File: src/rtl/erase_seq.sv
module erase_seq #(
  parameter int ADDR_W      = 18,
  parameter int PULSE_TICKS = 2000000,
  parameter int MAX_PULSES  = 1000
) (
  input  logic              clk,
  input  logic              rst_n,
  input  logic              start,
  output logic              pp_req,
  input  logic              pp_done,
  output logic              bus_req,
  output logic              bus_we,
  output logic [ADDR_W-1:0] bus_addr,
  output logic [7:0]        bus_wdata,
  input  logic              bus_ack,
  input  logic [7:0]        bus_rdata,
  output logic              busy,
  output logic              done,
  output logic              fail,
  output logic [9:0]        attempts,
  output logic [ADDR_W-1:0] fail_addr
);
  localparam int TW = $clog2(PULSE_TICKS + 1);
  localparam logic [TW-1:0]     T_LAST = TW'(PULSE_TICKS - 1);
  localparam logic [9:0]        P_MAX  = 10'(MAX_PULSES);
  localparam logic [ADDR_W-1:0] A_LAST = '1;

  typedef enum logic [2:0] {
    S_IDLE, S_PREP, S_SET, S_ERS, S_WAIT, S_VCMD, S_VRD, S_EXIT
  } st_t;

  st_t               st;
  logic [ADDR_W-1:0] addr;
  logic [TW-1:0]     timer;
  logic              give_up;

  assign pp_req   = (st == S_PREP);
  assign busy     = (st != S_IDLE);
  assign bus_req  = (st == S_SET) || (st == S_ERS) || (st == S_VCMD) ||
                    (st == S_VRD) || (st == S_EXIT);
  assign bus_we   = (st != S_VRD);
  assign bus_addr = addr;

  always_comb begin
    case (st)
      S_SET, S_ERS: bus_wdata = 8'h20;
      S_VCMD:       bus_wdata = 8'hA0;
      default:      bus_wdata = 8'h00;
    endcase
  end

  always_ff @(posedge clk or negedge rst_n) begin
    if (!rst_n) begin
      st        <= S_IDLE;
      addr      <= '0;
      timer     <= '0;
      attempts  <= '0;
      fail_addr <= '0;
      give_up   <= 1'b0;
      done      <= 1'b0;
      fail      <= 1'b0;
    end else begin
      case (st)
        S_IDLE: if (start) begin
          done     <= 1'b0;
          fail     <= 1'b0;
          give_up  <= 1'b0;
          attempts <= '0;
          addr     <= '0;
          st       <= S_PREP;
        end
        S_PREP: if (pp_done) st <= S_SET;
        S_SET:  if (bus_ack) st <= S_ERS;
        S_ERS:  if (bus_ack) begin
          attempts <= attempts + 10'd1;
          timer    <= '0;
          st       <= S_WAIT;
        end
        S_WAIT: begin
          if (timer == T_LAST) st <= S_VCMD;
          else timer <= timer + 1'b1;
        end
        S_VCMD: if (bus_ack) st <= S_VRD;
        S_VRD:  if (bus_ack) begin
          if (bus_rdata == 8'hFF) begin
            if (addr == A_LAST) st <= S_EXIT;
            else begin
              addr <= addr + 1'b1;
              st   <= S_VCMD;
            end
          end else begin
            fail_addr <= addr;
            if (attempts >= P_MAX) begin
              give_up <= 1'b1;
              st      <= S_EXIT;
            end else st <= S_SET;
          end
        end
        S_EXIT: if (bus_ack) begin
          done <= !give_up;
          fail <= give_up;
          st   <= S_IDLE;
        end
        default: st <= S_IDLE;
      endcase
    end
  end

  assert_pp_no_bus_R2: assert property (@(posedge clk) disable iff (!rst_n)
    pp_req |-> !bus_req);
  assert_hold_cycle_R10: assert property (@(posedge clk) disable iff (!rst_n)
    bus_req && !bus_ack |=> bus_req && $stable(bus_we) && $stable(bus_addr) && $stable(bus_wdata));
  assert_pulse_limit_R8: assert property (@(posedge clk) disable iff (!rst_n)
    attempts <= P_MAX);
  assert_one_outcome_R9: assert property (@(posedge clk) disable iff (!rst_n)
    !(done && fail));
  assert_idle_flags_R9: assert property (@(posedge clk) disable iff (!rst_n)
    (done || fail) |-> !busy);
  assert_count_up_R3: assert property (@(posedge clk) disable iff (!rst_n)
    busy && $past(busy) |-> attempts >= $past(attempts));
endmodule

File: config.mk
export PLATFORM = sky130hd
export DESIGN_NAME = erase_seq
export DESIGN_NICKNAME = d
export VERILOG_FILES = /design/src/rtl/erase_seq.sv
export SDC_FILE = /design/constraint.sdc
export NUM_CORES = 1
export LEC_CHECK = 0
export BUFFER_PORTS_ARGS = -buffer_cell sky130_fd_sc_hd__buf_2
export CORE_AREA = 2 2 91 137
export DETAILED_ROUTE_END_ITERATION = 16
export DIE_AREA = 0 0 93 139
export GPL_TIMING_DRIVEN = 1
export MAX_ROUTING_LAYER = met4
export PLACE_DENSITY = 0.64
export SYNTH_ARGS = -nofsm -noshare
export SYNTH_HDL_FRONTEND = slang
export SYNTH_SLANG_ARGS = --single-unit
File: constraint.sdc
create_clock -name clk -period 1.9 [get_ports clk]
set_input_delay 0 -clock clk [delete_from_list [all_inputs] [get_ports clk]]
set_output_delay 0 -clock clk [all_outputs]
set_load 0.01 [all_outputs]
### Word-level counts from Yosys, hierarchy flattened

Index checks and enable logic that the tools add are counted.

* logic and storage cells: 89
* input bits: 13
* bits in registers: 73
* output and inout port bits: 60

* bitwise gates (word level): 1
* eq/ne operators: 24
* reduce and logical (&&, ||, !) cells: 19
* add/subtract/negate cells: 3
* $lt $le $gt $ge: 1
* muxes and demuxes: 33

Operators by type and width (number)
* $mux 18: 4
* $mux 21: 2
* $pmux 21 s2: 1
* $pmux 18 s2: 1
* $mux 3: 10
* $pmux 3 s8: 1
* $add 21x1->21 const B: 1
* $eq 21x21->1 const B: 1
* $mux 10: 2
* $ne 2x2->1 const B: 10
* $pmux 10 s2: 1
* $add 18x1->18 const B: 1
* $eq 18x18->1 const B: 1
* $pmux 8 s2: 1
* $eq 3x3->1 const B: 4
* $reduce_and 3->1: 4
* $add 10x1->10 const B: 1
* $ge 10x10->1 const B: 1
* $reduce_and 5->1: 2
* $eq 8x8->1 const B: 1
* $reduce_and 8->1: 1
* $reduce_bool 2->1: 4
* $eq 3x2->1 const B: 2
* $mux 1: 6
* other kinds (11): 18

### Longest topological paths before layout

Gate-level depths: netlist (run 1).

* depth in word-level cells: 5
* gate-level depth with buffers: 9
* mapped depth without buffers: 6

### Worst setup path after synthesis (run 1)

No wires, ideal clock.

* path type: reg2reg
* start point: register timer[16]
* end point: register timer[14]
* clock period less this slack: 1.854 ns
* setup slack: 0.046 ns
* data arrival time: 1.728 ns
* stages on the path, launching flop included: 8
* path buffers: 3
* setup time: 0.126 ns
* data required time: 1.774 ns
* cell sequence: dfrtp_1 buf_6 nor4_2 nand4_2 o31a_1 buf_6 buf_6 a221o_1

* longest elaborated chain between the ends: 3

RTL lines
* from (decl): line 34 `logic [TW-1:0] timer;`
* from (signal assigned): line 81 `else timer <= timer + 1'b1;`
* $eq 21x21->1: line 80 `if (timer == T_LAST) st <= S_VCMD;`
* $ne 2x2->1 (no line)
* $reduce_and 3->1 (no line)

No other way between the ends.
A chain may end at the register's enable or synchronous reset.

### Final worst setup path (run 1)

* start point: register timer[7]
* end point: register timer[19]

* longest elaborated chain between the ends: 3
* elaborated cells on any way between the ends: 6
* classes of those cells: add/sub: 1; eq/ne: 2; mux: 2; reduce/logical: 1

RTL lines (line)
* $add 21x1->21 or $eq 21x21->1 (tied branches): 81, 80
* $mux 21 or $ne 2x2->1 (tied branches)
* $pmux 21 s2 or $reduce_and 3->1 (tied branches)

Several ways; a longest one is shown, not always the timed one. The select of a mux whose other input is x is not followed.

==> out/metrics.yaml, run 1 <==
synthFlopType: "dfrtp_1"
syn_inst: 424
drcViolationCount: 0
crit_start: "timer[7]"
clock_sinks: 73
reg2reg_to: "timer[19]"
maxCapViolCount: 0
synth_xor_area_share_pct: 1.298
stdcell_area_um2: 5395
cp_max_fo: 5
drtIter0Drc: 228
grt_antenna_before_repair: 0
cts_buffer_depth: 2
grt_pass1_vias: 3811
viasPerCell: 5.426
cp_data_arrival_time_ns: 2.07
first_pass_iters: 5
ys_seq_area_share_pct: 45.12
synth_edf_count: 0
final_cells: 702
powerDensity_nw_per_um2: 1042
grt_max_degree: 74
wl_per_cell_um: 16.02
track_usage_pct: 18.03
r2r_setup_slack_ns: 0.05
leakage_nw: 2.711
drive_gt1_share_pct: 36.43
fin_crit_sh_pct: 97.29
cts_tree: "built"
critPathRequiredTime_ns: 2.12
ios: 73
layout_commonest_cell: "dfrtp_1"
synth_top_family_by_area: "simple AND/OR/NAND/NOR gates"
crit_type: "reg -> reg"
vdd_drop_max_mv: 0.5746
yosys.cell_types.count: 61
clk_pin_slew_worst_paths_ns: 0.06
synth-compound-area-share_pct: 19.65
die_y_um: 139
rsz0062_at_grt: "true"
dp.cells: 679
synthAdderAreaFrac_pct: 1.236
fmax_mhz: 541.0
tns_ns: 0
grt_overflow_total: 0
antennaDiodeCount: 0
crit_end: "timer[19]"
final_cell_mix: "dfrtp_1 (73), buf_2 (66), buf_4 (58)"
dieArea_um2: 12930
cts_root_buf: "clkbuf_16"
syn_area_um2: 4049
clock_skew_ns: 0.007739
io_buffers: 66
min_period_ns: 1.849
htreeDepth: 3
worst_setup_path_start_kind: "register"
dr_total_vias: 3809
placed_area_um2: 4882
clk_latency_ns: 0.34
regToRegStartpoint: "timer[7]"
setup_viol: 0
gp_congestion: 0.8342
muxShareOfSynthArea_pct: 6.273
detailed_place_hpwl_mm: 7.933
ys_seq_elements: 73
r2r_cells: 8
area.growth.synth_to_final_pct: 33.25
cts_inserted_buffers: 9
ant_nets: 0
p_total_w: 0.005621
grt_pass1_wl_mm: 18.40
synthSimpleGateAreaFrac_pct: 21.38
crit_path_end_kind: "register"
async_flop_share_pct: 100.0
core_um2: 11770
layout.nets: 561
hold_viol_final: 0
hp-class: "in -> reg"
routed_wl_mm: 11.24
die_x_um: 93
rows: 49
syn_avg_cell_area_um2: 9.549
drv_slew: 0
yosys_warnings: 0
status: "completed"
initial_core_util_pct: 34.40
whs_path_depth: 4
[worst min-delay path by stage]
stage | start | end | slack, ns
floorplan | rst_n | attempts[0] | -0.30
global placement | rst_n | attempts[1] | 0.07
detailed placement | rst_n | attempts[0] | 0.07
CTS | start | attempts[2] | 0.08
global route | start | attempts[2] | 0.13
finish | start | attempts[2] | 0.08
[state kept, by name (all words and copies together) (netlist names)]
name / cells
done: 1
attempts: 10
fail: 1
bus_addr: 18
fail_addr: 18
timer: 21
st: 3
give_up: 1
[cells in the mapped netlist, drive strengths merged, types with 5 or more instances]
library cell	number	area share [%]
dfrtp	73	45
a21o	7	1.3
and3	18	2.8
buf	22	3.9
nand4	13	2.3
inv	5	0.46
nor3	8	0.99
nand3	19	2.5
nand2	37	3.4
a21oi	18	2.2
o31ai	5	1.3
o21ai	39	4.9
nor2	40	3.7
clkbuf	6	0.56
mux2	19	5.3
nand2b	6	0.93
a31oi	14	2.2
[timing repair]
item / CTS / global route
gates resized for setup: 3 / 30
cloned: 0 / 1
setup buffers: 0 / 5
hold buffers: 1 / 0
endpoints found under the setup margin: 13 / 33
endpoints found under the hold margin: 73 / 0
pin swaps: 0 / 3
[cells by family after synthesis]
| logic type | after synthesis |
|---|---|
| flip-flops | 73 |
| XOR/XNOR | 6 |
| multiplexers | 23 |
| AND/OR/NAND/NOR | 165 |
| adder cells (fa/ha/maj) | 4 |
| other | 1 |
| buffers and inverters | 33 |
| AO/OA/AOI/OAI | 119 |
[worst max-delay path, cell delays in order (launching register included)]
cell,delay [ns]
dfrtp_1,0.39
nor3b_2,0.19
buf_4,0.13
nand4_2,0.16
buf_6,0.17
o31ai_4,0.23
buf_6,0.18
nor4_2,0.05
a211o_1,0.22
[report_power, final]
part / internal [W] / leakage [nW] / switching [W]
sequential: 0.00173 / 1.01 / 0.000187
combinational: 0.000825 / 1.55 / 0.00105
clock: 0.00115 / 0.155 / 0.000676
total: 0.00370 / 2.71 / 0.00192
[per-stage QoR]
step	worst slack, ns	utilization [%]	hold slack (ns)
finish	0.05146	45.83	0.08007
global route	-0.04251	45.83	0.1266
CTS	0.01016	44.43	0.07813
detailed placement	-0.1261	41.48	0.07107
global placement	-0.1006	41.48	0.07106
floorplan	0.04647	-	-0.2956
[cell type report]
cell class	instances	area, µm²
clock buffer	9	225.2
clock inverter	7	95.09
fill	1149	6376
inverter	5	18.77
multi-input combinational	324	2177
sequential	73	1827
tap	153	191.4
timing repair buffer	131	860.8
[metal layers]
metal	share of wire, %	vias up	global-route usage [%]
met5	0	-	-
li1	-	1810	-
met4	1.0	0	7.043
met3	3.6	15	3.370
met2	54	102	30.43
met1	41	1882	21.03
Power figures use the tool's default switching activity.
==> run 2: changes to the inputs <==
- ABC_AREA: default -> 1
- CORE_AREA: 2 2 91 137 -> 2 2 97 145
- DIE_AREA: 0 0 93 139 -> 0 0 99 147
- PLACE_DENSITY: 0.64 -> 0.63
==> run 2 against run 1 <==
  * Maximum frequency up 7.0%
  * Via count up 16%
  * Combinational power up 6%
  * Sequential cell count unchanged
  * Clock skew up 0.0020 ns
  * Power up 3.5%
  * Area after synthesis up 13%
  * Register-to-register slack better by 0.12 ns
  * Critical path type unchanged
  * Critical endpoint is now attempts[4]
  * Largest cell class unchanged
==> out/metrics.yaml, run 2 <==
status: "completed"
regToRegStartpoint: "st[2]"
syn_area_um2: 4558  # +13%
crit_path_end_kind: "register"
detailed_place_hpwl_mm: 9.125  # +15%
core_um2: 13340  # +13%
htreeDepth: 3  # unchanged
initial_core_util_pct: 34.17  # -0.22 points
p_clk_share_pct: 30.1  # -2.4 points
gp_congestion: 0.9095  # +9.0%
setup_viol: 0  # unchanged
grt_overflow_total: 0  # unchanged
ys_seq_area_share_pct: 40.08  # -5.0 points
fin_crit_sh_pct: 90.89  # -6.4 points
seqPwrFrac_pct: 35.7  # +1.6 points
synthFlopType: "dfrtp_1"
rsz0062_at_grt: "false"
area.growth.synth_to_final_pct: 19.65
critPathRequiredTime_ns: 2.15  # +0.03 ns
r2r_cells: 6  # -2
worst_setup_path_start_kind: "register"
yosys-top-cells-count: "nand2_1 (216), dfrtp_1 (73), inv_1 (69)"
dr_total_vias: 4401  # +16%
first_pass_iters: 4  # -1
hold_viol_final: 0  # unchanged
track_usage_pct: 17.54  # -0.49 points
cts_tree: "built"
synth_area_leaders: "dfrtp_1 (40%), nand2_1 (18%), nand3_1 (7.1%)"
dieArea_um2: 14550  # +13%
crit_start: "st[2]"
p_sw_share_pct: 40.81  # +6.7 points
drtIter0Drc: 264  # +16%
maxCapViolCount: 0  # unchanged
ios: 73  # unchanged
fmax_mhz: 579.1  # +7.0%
grt_antenna_before_repair: 1  # +1
ys_seq_elements: 73  # unchanged
tns_ns: 0  # unchanged
ant_nets: 0  # unchanged
dp.cells: 878  # +29%
clock_sinks: 73  # unchanged
async_flop_share_pct: 100.0  # unchanged
largest_reg_flops: 21  # unchanged
layout_commonest_cell: "nand2_1"
synth_edf_count: 0  # unchanged
cp_slowest_cell: "dfrtp_1"
largest-register: "timer"
p_switching_w: 0.002375  # +24%
leakage_nw: 2.690  # -0.76%
drv_slew: 0  # unchanged
syn_avg_cell_area_um2: 7.067  # -26%
viasPerCell: 4.912  # -9.5%
die_y_um: 147  # +5.8%
yosys_warnings: 0  # unchanged
cp_max_fo: 13  # +8
routed_wl_mm: 12.12  # +7.8%
vdd_drop_max_mv: 0.4749  # -17%
io_buffers: 66  # unchanged
rows: 52  # +6.1%
layout.nets: 745  # +33%
hp-class: "in -> async"
cts_inserted_buffers: 9  # unchanged
p_int_w: 0.003444  # -7.0%
yosys.cell_types.count: 34  # -44%
final_util_pct: 40.89  # -4.9 points
die_x_um: 99  # +6.5%
grt_pass1_vias: 4183  # +9.8%
crit_type: "reg -> reg"
combPwrFrac_pct: 34.3  # +0.9 points
postCtsSetupRepairBufs: 0  # unchanged
final_cell_mix: "nand2_1 (216), dfrtp_1 (73), inv_1 (69)"
final_cells: 896  # +28%
synth_top_area_cell: "dfrtp_1"
wl_per_cell_um: 13.53  # -16%
synth_top_area_share_pct: 40.08  # -5.0 points
drcViolationCount: 0  # unchanged
cts_root_buf: "clkbuf_16"
max_stage_delay_ns: 0.57  # +0.18 ns
cp_data_arrival_time_ns: 1.98  # -0.09 ns
grt_max_degree: 53  # -28%
clk_latency_ns: 0.34  # about the same
min_period_ns: 1.727  # -0.1217 ns
clock_skew_ns: 0.009744  # +0.002005 ns
yosysMostFrequentCell: "nand2_1"
powerDensity_nw_per_um2: 1067  # +2.4%
clk_pin_slew_worst_paths_ns: 0.06  # about the same
cts_buffer_depth: 2  # unchanged
grt_pass1_wl_mm: 20.07  # +9.1%
syn_inst: 645  # +52%
cp_cell_sequence: "inv_1 -> nand4_1 -> nand2_2 -> a21oi_4 -> nand3_1 -> a21oi_1"
drive_gt1_share_pct: 21.15  # -15 points
[run 2: cell types whose count changed after synthesis, sizes merged, moves of 14 or more]
cell	previous run	this run
nand2	37	223
nand3	19	72
nor2	40	56
mux2	19	0
a31oi	14	0
and3	18	0
inv	5	76
o21ai	39	63
[run 2: layer usage]
metal,part of all wire [%],GRT usage (%)
met5,0,-
met1,42,20.21
met4,1.7,5.548
met3,4.1,2.854
met2,53,30.91
[run 2: final cells by class]
| class | count | area, µm² |
|---|---|---|
| Tap cell | 162 | 202.7 |
| Clock inverter | 7 | 77.57 |
| Fill cell | 1391 | 7884 |
| Antenna cell | 1 | 2.502 |
| Sequential cell | 73 | 1827 |
| Timing Repair Buffer | 87 | 518.0 |
| Clock buffer | 9 | 225.2 |
| Multi-Input combinational cell | 481 | 2316 |
| Inverter | 76 | 285.3 |
[run 2: kinds of logic after synthesis]
kind of cell	count (synthesis)	synth area share, %
xor gates and xnor gates	2	0.3844
and+or+nand+nor	394	38.54
buffers and inverters	96	9.635
DFF	73	40.08
other	1	0.08227
AOI/OAI and AO/OA	75	10.18
adders and majority gates	4	1.098
[run 2: path summary, 6_finish.rpt]
path                            slack, ns            end
worst max-delay path                 0.17    attempts[4]
worst min-delay path                 0.12    attempts[7]
worst max register to register       0.17    attempts[4]
worst min register to register       0.48   fail_addr[4]
max in group asynchronous            1.19  fail_addr[17]
min in group clk                     0.19          st[1]
[run 2: through the flow]
step	total power (W)	instance area, µm²	hold WS, ns	worst slack, ns
2_1_floorplan	0.003559	4577	-0.2956	0.2313
6_report	0.005819	5454	0.1160	0.1731
3_5_place_dp	0.004079	5134	-0.07391	0.1654
5_1_grt	0.006217	5454	0.1602	0.02051
4_1_cts	0.005849	5446	0.1225	0.1446
3_3_place_gp	0.004067	5134	-0.07507	0.2011
[run 2: critical path: cells and delay by family, from the launching register on]
family,cells,cell delay [ns]
simple gates,3,0.40
buf+inv,1,0.17
compound gates,2,0.50
flops,1,0.57
[run 2: repair_timing]
action                                 4_1_cts  5_1_grt
endpoints found under the hold margin       73        0
setup endpoints to repair                    0        5
resized for setup                            0        2
hold buffers                                 1        0
[run 2: power groups by stage]
stage / sequential [W] / clock (W) / combinational [W]
after floorplan: 0.00203 / 0 / 0.00153
after global placement: 0.00209 / 0 / 0.00198
after detailed placement: 0.00209 / 0 / 0.00198
after CTS: 0.00207 / 0.00179 / 0.00199
after global routing: 0.00211 / 0.00185 / 0.00226
final: 0.00207 / 0.00175 / 0.00199
==> run 3: changes to the inputs <==
- PLACE_DENSITY: 0.63 -> 0.61
- clock period: 1.9 -> 1.6 ns (I/O delays scaled with it)
==> run 3 against run 2 <==
  * Count of clock-buffer cells in the layout is 3 higher
  * Via count is 5.8% higher
  * Cell count is 5.2% higher
  * Maximum frequency is 8.2% higher
  * Combinational power is 79% higher
  * Setup slack worse by 0.17 ns
  * First-iteration DRC count is 22% lower
  * Sequential power is 17% higher
  * Sequential share of layout area is 3.6 points lower
  * Register-to-register slack worse by 0.17 ns
  * Largest power group is now combinational cells
==> out/metrics.yaml, run 3 (synthesis results as in run 2) <==
status: "completed"
clk_pin_slew_worst_paths_ns: 0.06  # about the same
clk_latency_ns: 0.34  # about the same
ios: 73  # unchanged
maxCapViolCount: 0  # unchanged
crit_start: "timer[0]"
viasPerCell: 4.938  # +0.54%
largest_reg_flops: 21  # unchanged
max_stage_delay_ns: 0.35  # -0.22 ns
cts_buffer_depth: 2  # unchanged
whs_ns: 0.1273  # +0.01131 ns
initial_core_util_pct: 34.17  # unchanged
grt_pass1_vias: 4450  # +6.4%
final_cell_mix: "nand2_1 (195), dfrtp_1 (69), inv_1 (68)"
core_um2: 13340  # unchanged
die_y_um: 147  # unchanged
fin_crit_sh_pct: 99.74  # +8.9 points
hp-class: "in -> async"
clock_skew_ns: 0.006047  # -0.003698 ns
track_usage_pct: 18.63  # +1.1 points
wl_per_cell_um: 14.54  # +7.5%
drv_slew: 0  # unchanged
ant_nets: 0  # unchanged
crit_top_cell: "nand3_2"
grt_overflow_total: 0  # unchanged
cp_max_fo: 5  # -8
crit_path_end_kind: "register"
die_x_um: 99  # unchanged
cp_cell_sequence: "ha_2 -> nand2_2 -> nor2_4 -> nand3_2 -> nor2_2 -> nand3_2 -> nand3_4 -> clkbuf_16 -> nand2_4 -> nand2_1"
cts_inserted_buffers: 9  # unchanged
cp_data_arrival_time_ns: 1.88  # -0.10 ns
cts_root_buf: "clkbuf_16"
area.growth.synth_to_final_pct: 34.61
path_buf_inv: 1  # unchanged
regToRegStartpoint: "timer[0]"
clock_sinks: 73  # unchanged
gp_congestion: 0.8898  # -2.2%
dr_total_vias: 4657  # +5.8%
cp_slowest_cell: "dfrtp_1"
rows: 52  # unchanged
grt_pass1_wl_mm: 21.29  # +6.0%
grt_max_degree: 37  # -30%
fmax_mhz: 626.6  # +8.2%
hold_viol_final: 0  # unchanged
drive_gt1_share_pct: 31.24  # +10 points
worst_setup_path_start_kind: "register"
r2r_setup_slack_ns: 0.004  # -0.17 ns
crit_type: "reg -> reg"
first_pass_iters: 5  # +1
fillers: 1331  # -4.3%
cts_tree: "built"
largest-register: "timer"
layout_commonest_cell: "nand2_1"
min_period_ns: 1.596  # -0.1310 ns
layout.nets: 793  # +6.4%
drcViolationCount: 0  # unchanged
htreeDepth: 3  # unchanged
drtIter0Drc: 207  # -22%
routed_wl_mm: 13.71  # +13%
leakage_nw: 3.009  # +12%
io_buffers: 66  # unchanged
vdd_drop_max_mv: 0.7057  # +49%
critPathRequiredTime_ns: 1.88  # -0.27 ns
cp_top_family: "simple AND/OR/NAND/NOR gates"
dp.cells: 912  # +3.9%
dieArea_um2: 14550  # unchanged
rsz0062_at_grt: "true"
grt_antenna_before_repair: 0  # -1
detailed_place_hpwl_mm: 9.732  # +6.7%
antennaDiodeCount: 0  # -1
final_cells: 943  # +5.2%
powerDensity_nw_per_um2: 1315  # +23%
setup_viol: 0  # unchanged
==> run 3: cell types whose count changed in the layout (fill, tap and decap cells not counted), sizes merged <==
cell | before | now
buf | 86 | 129
clkbuf | 9 | 16
inv | 78 | 76
clkinvlp | 1 | 0
diode | 1 | 0
nand3 | 72 | 73
==> run 3: area by class of cell <==
cell class | count | area, µm² | share of cell area [%]
timing repair buffer | 134 | 989.7 | 16.13
inverter | 76 | 290.3 | 4.731
tap | 162 | 202.7 | 3.303
multi-input combinational | 482 | 2522 | 41.11
sequential | 73 | 1832 | 29.85
clock buffer | 12 | 246.5 | 4.017
clock inverter | 4 | 52.55 | 0.8564
==> run 3: timing repair <==
action / 4_1_cts / 5_1_grt
endpoints found under the setup margin: 16 / 66
cloned: 0 / 6
hold buffers: 1 / 0
buffers inserted: 0 / 8
resized for setup: 4 / 59
pin swaps: 0 / 22
endpoints found under the hold margin: 73 / 0
==> run 3: metrics by stage <==
step | util (%) | power (W) | setup WS (ns) | cell area, µm² | setup TNS (ns)
2_1_floorplan | - | 0.004228 | 0.008601 | 4579 | 0
3_3_place_gp | 40.70 | 0.005206 | -0.02794 | 5429 | -0.02794
3_5_place_dp | 40.70 | 0.005225 | -0.02814 | 5429 | -0.02814
4_1_cts | 43.10 | 0.007326 | 0.007149 | 5748 | 0
5_1_grt | 46.00 | 0.008541 | -0.1108 | 6136 | -2.584
6_report | 46.00 | 0.008066 | 0.004149 | 6136 | 0
==> run 3: routing by layer <==
| metal | global-route usage (%) | share of wire (%) |
|---|---|---|
| met4 | 6.370 | 2.5 |
| met5 | - | 0 |
| met2 | 32.91 | 54 |
| met3 | 2.712 | 3.4 |
| met1 | 21.40 | 40 |
==> run 3: power breakdown <==
group	switching [W]	leakage (nW)	internal, W
Combinational	0.00204	1.86	0.00153
Sequential	0.000315	1.00	0.00211
Clock	0.000816	0.147	0.00125
Total	0.00317	3.01	0.00489
==> run 3: worst paths after layout <==
| check | to | depth (start not counted) |
|---|---|---|
| hold / removal | attempts[6] | 2 |
| setup reg to reg | timer[9] | 10 |
| min in group clk | st[1] | 7 |
| setup / recovery | timer[9] | 10 |
| hold reg to reg | fail_addr[16] | 2 |
| max in group asynchronous | bus_addr[12] | 3 |
==> run 3: worst register-to-register path: cells and delay by family, from the launching register on <==
| family | cells | cell delay, ns |
|---|---|---|
| and+or+nand+nor | 8 | 0.80 |
| DFF | 1 | 0.35 |
| buffers and inverters | 1 | 0.19 |
| adders and majority gates | 1 | 0.19 |
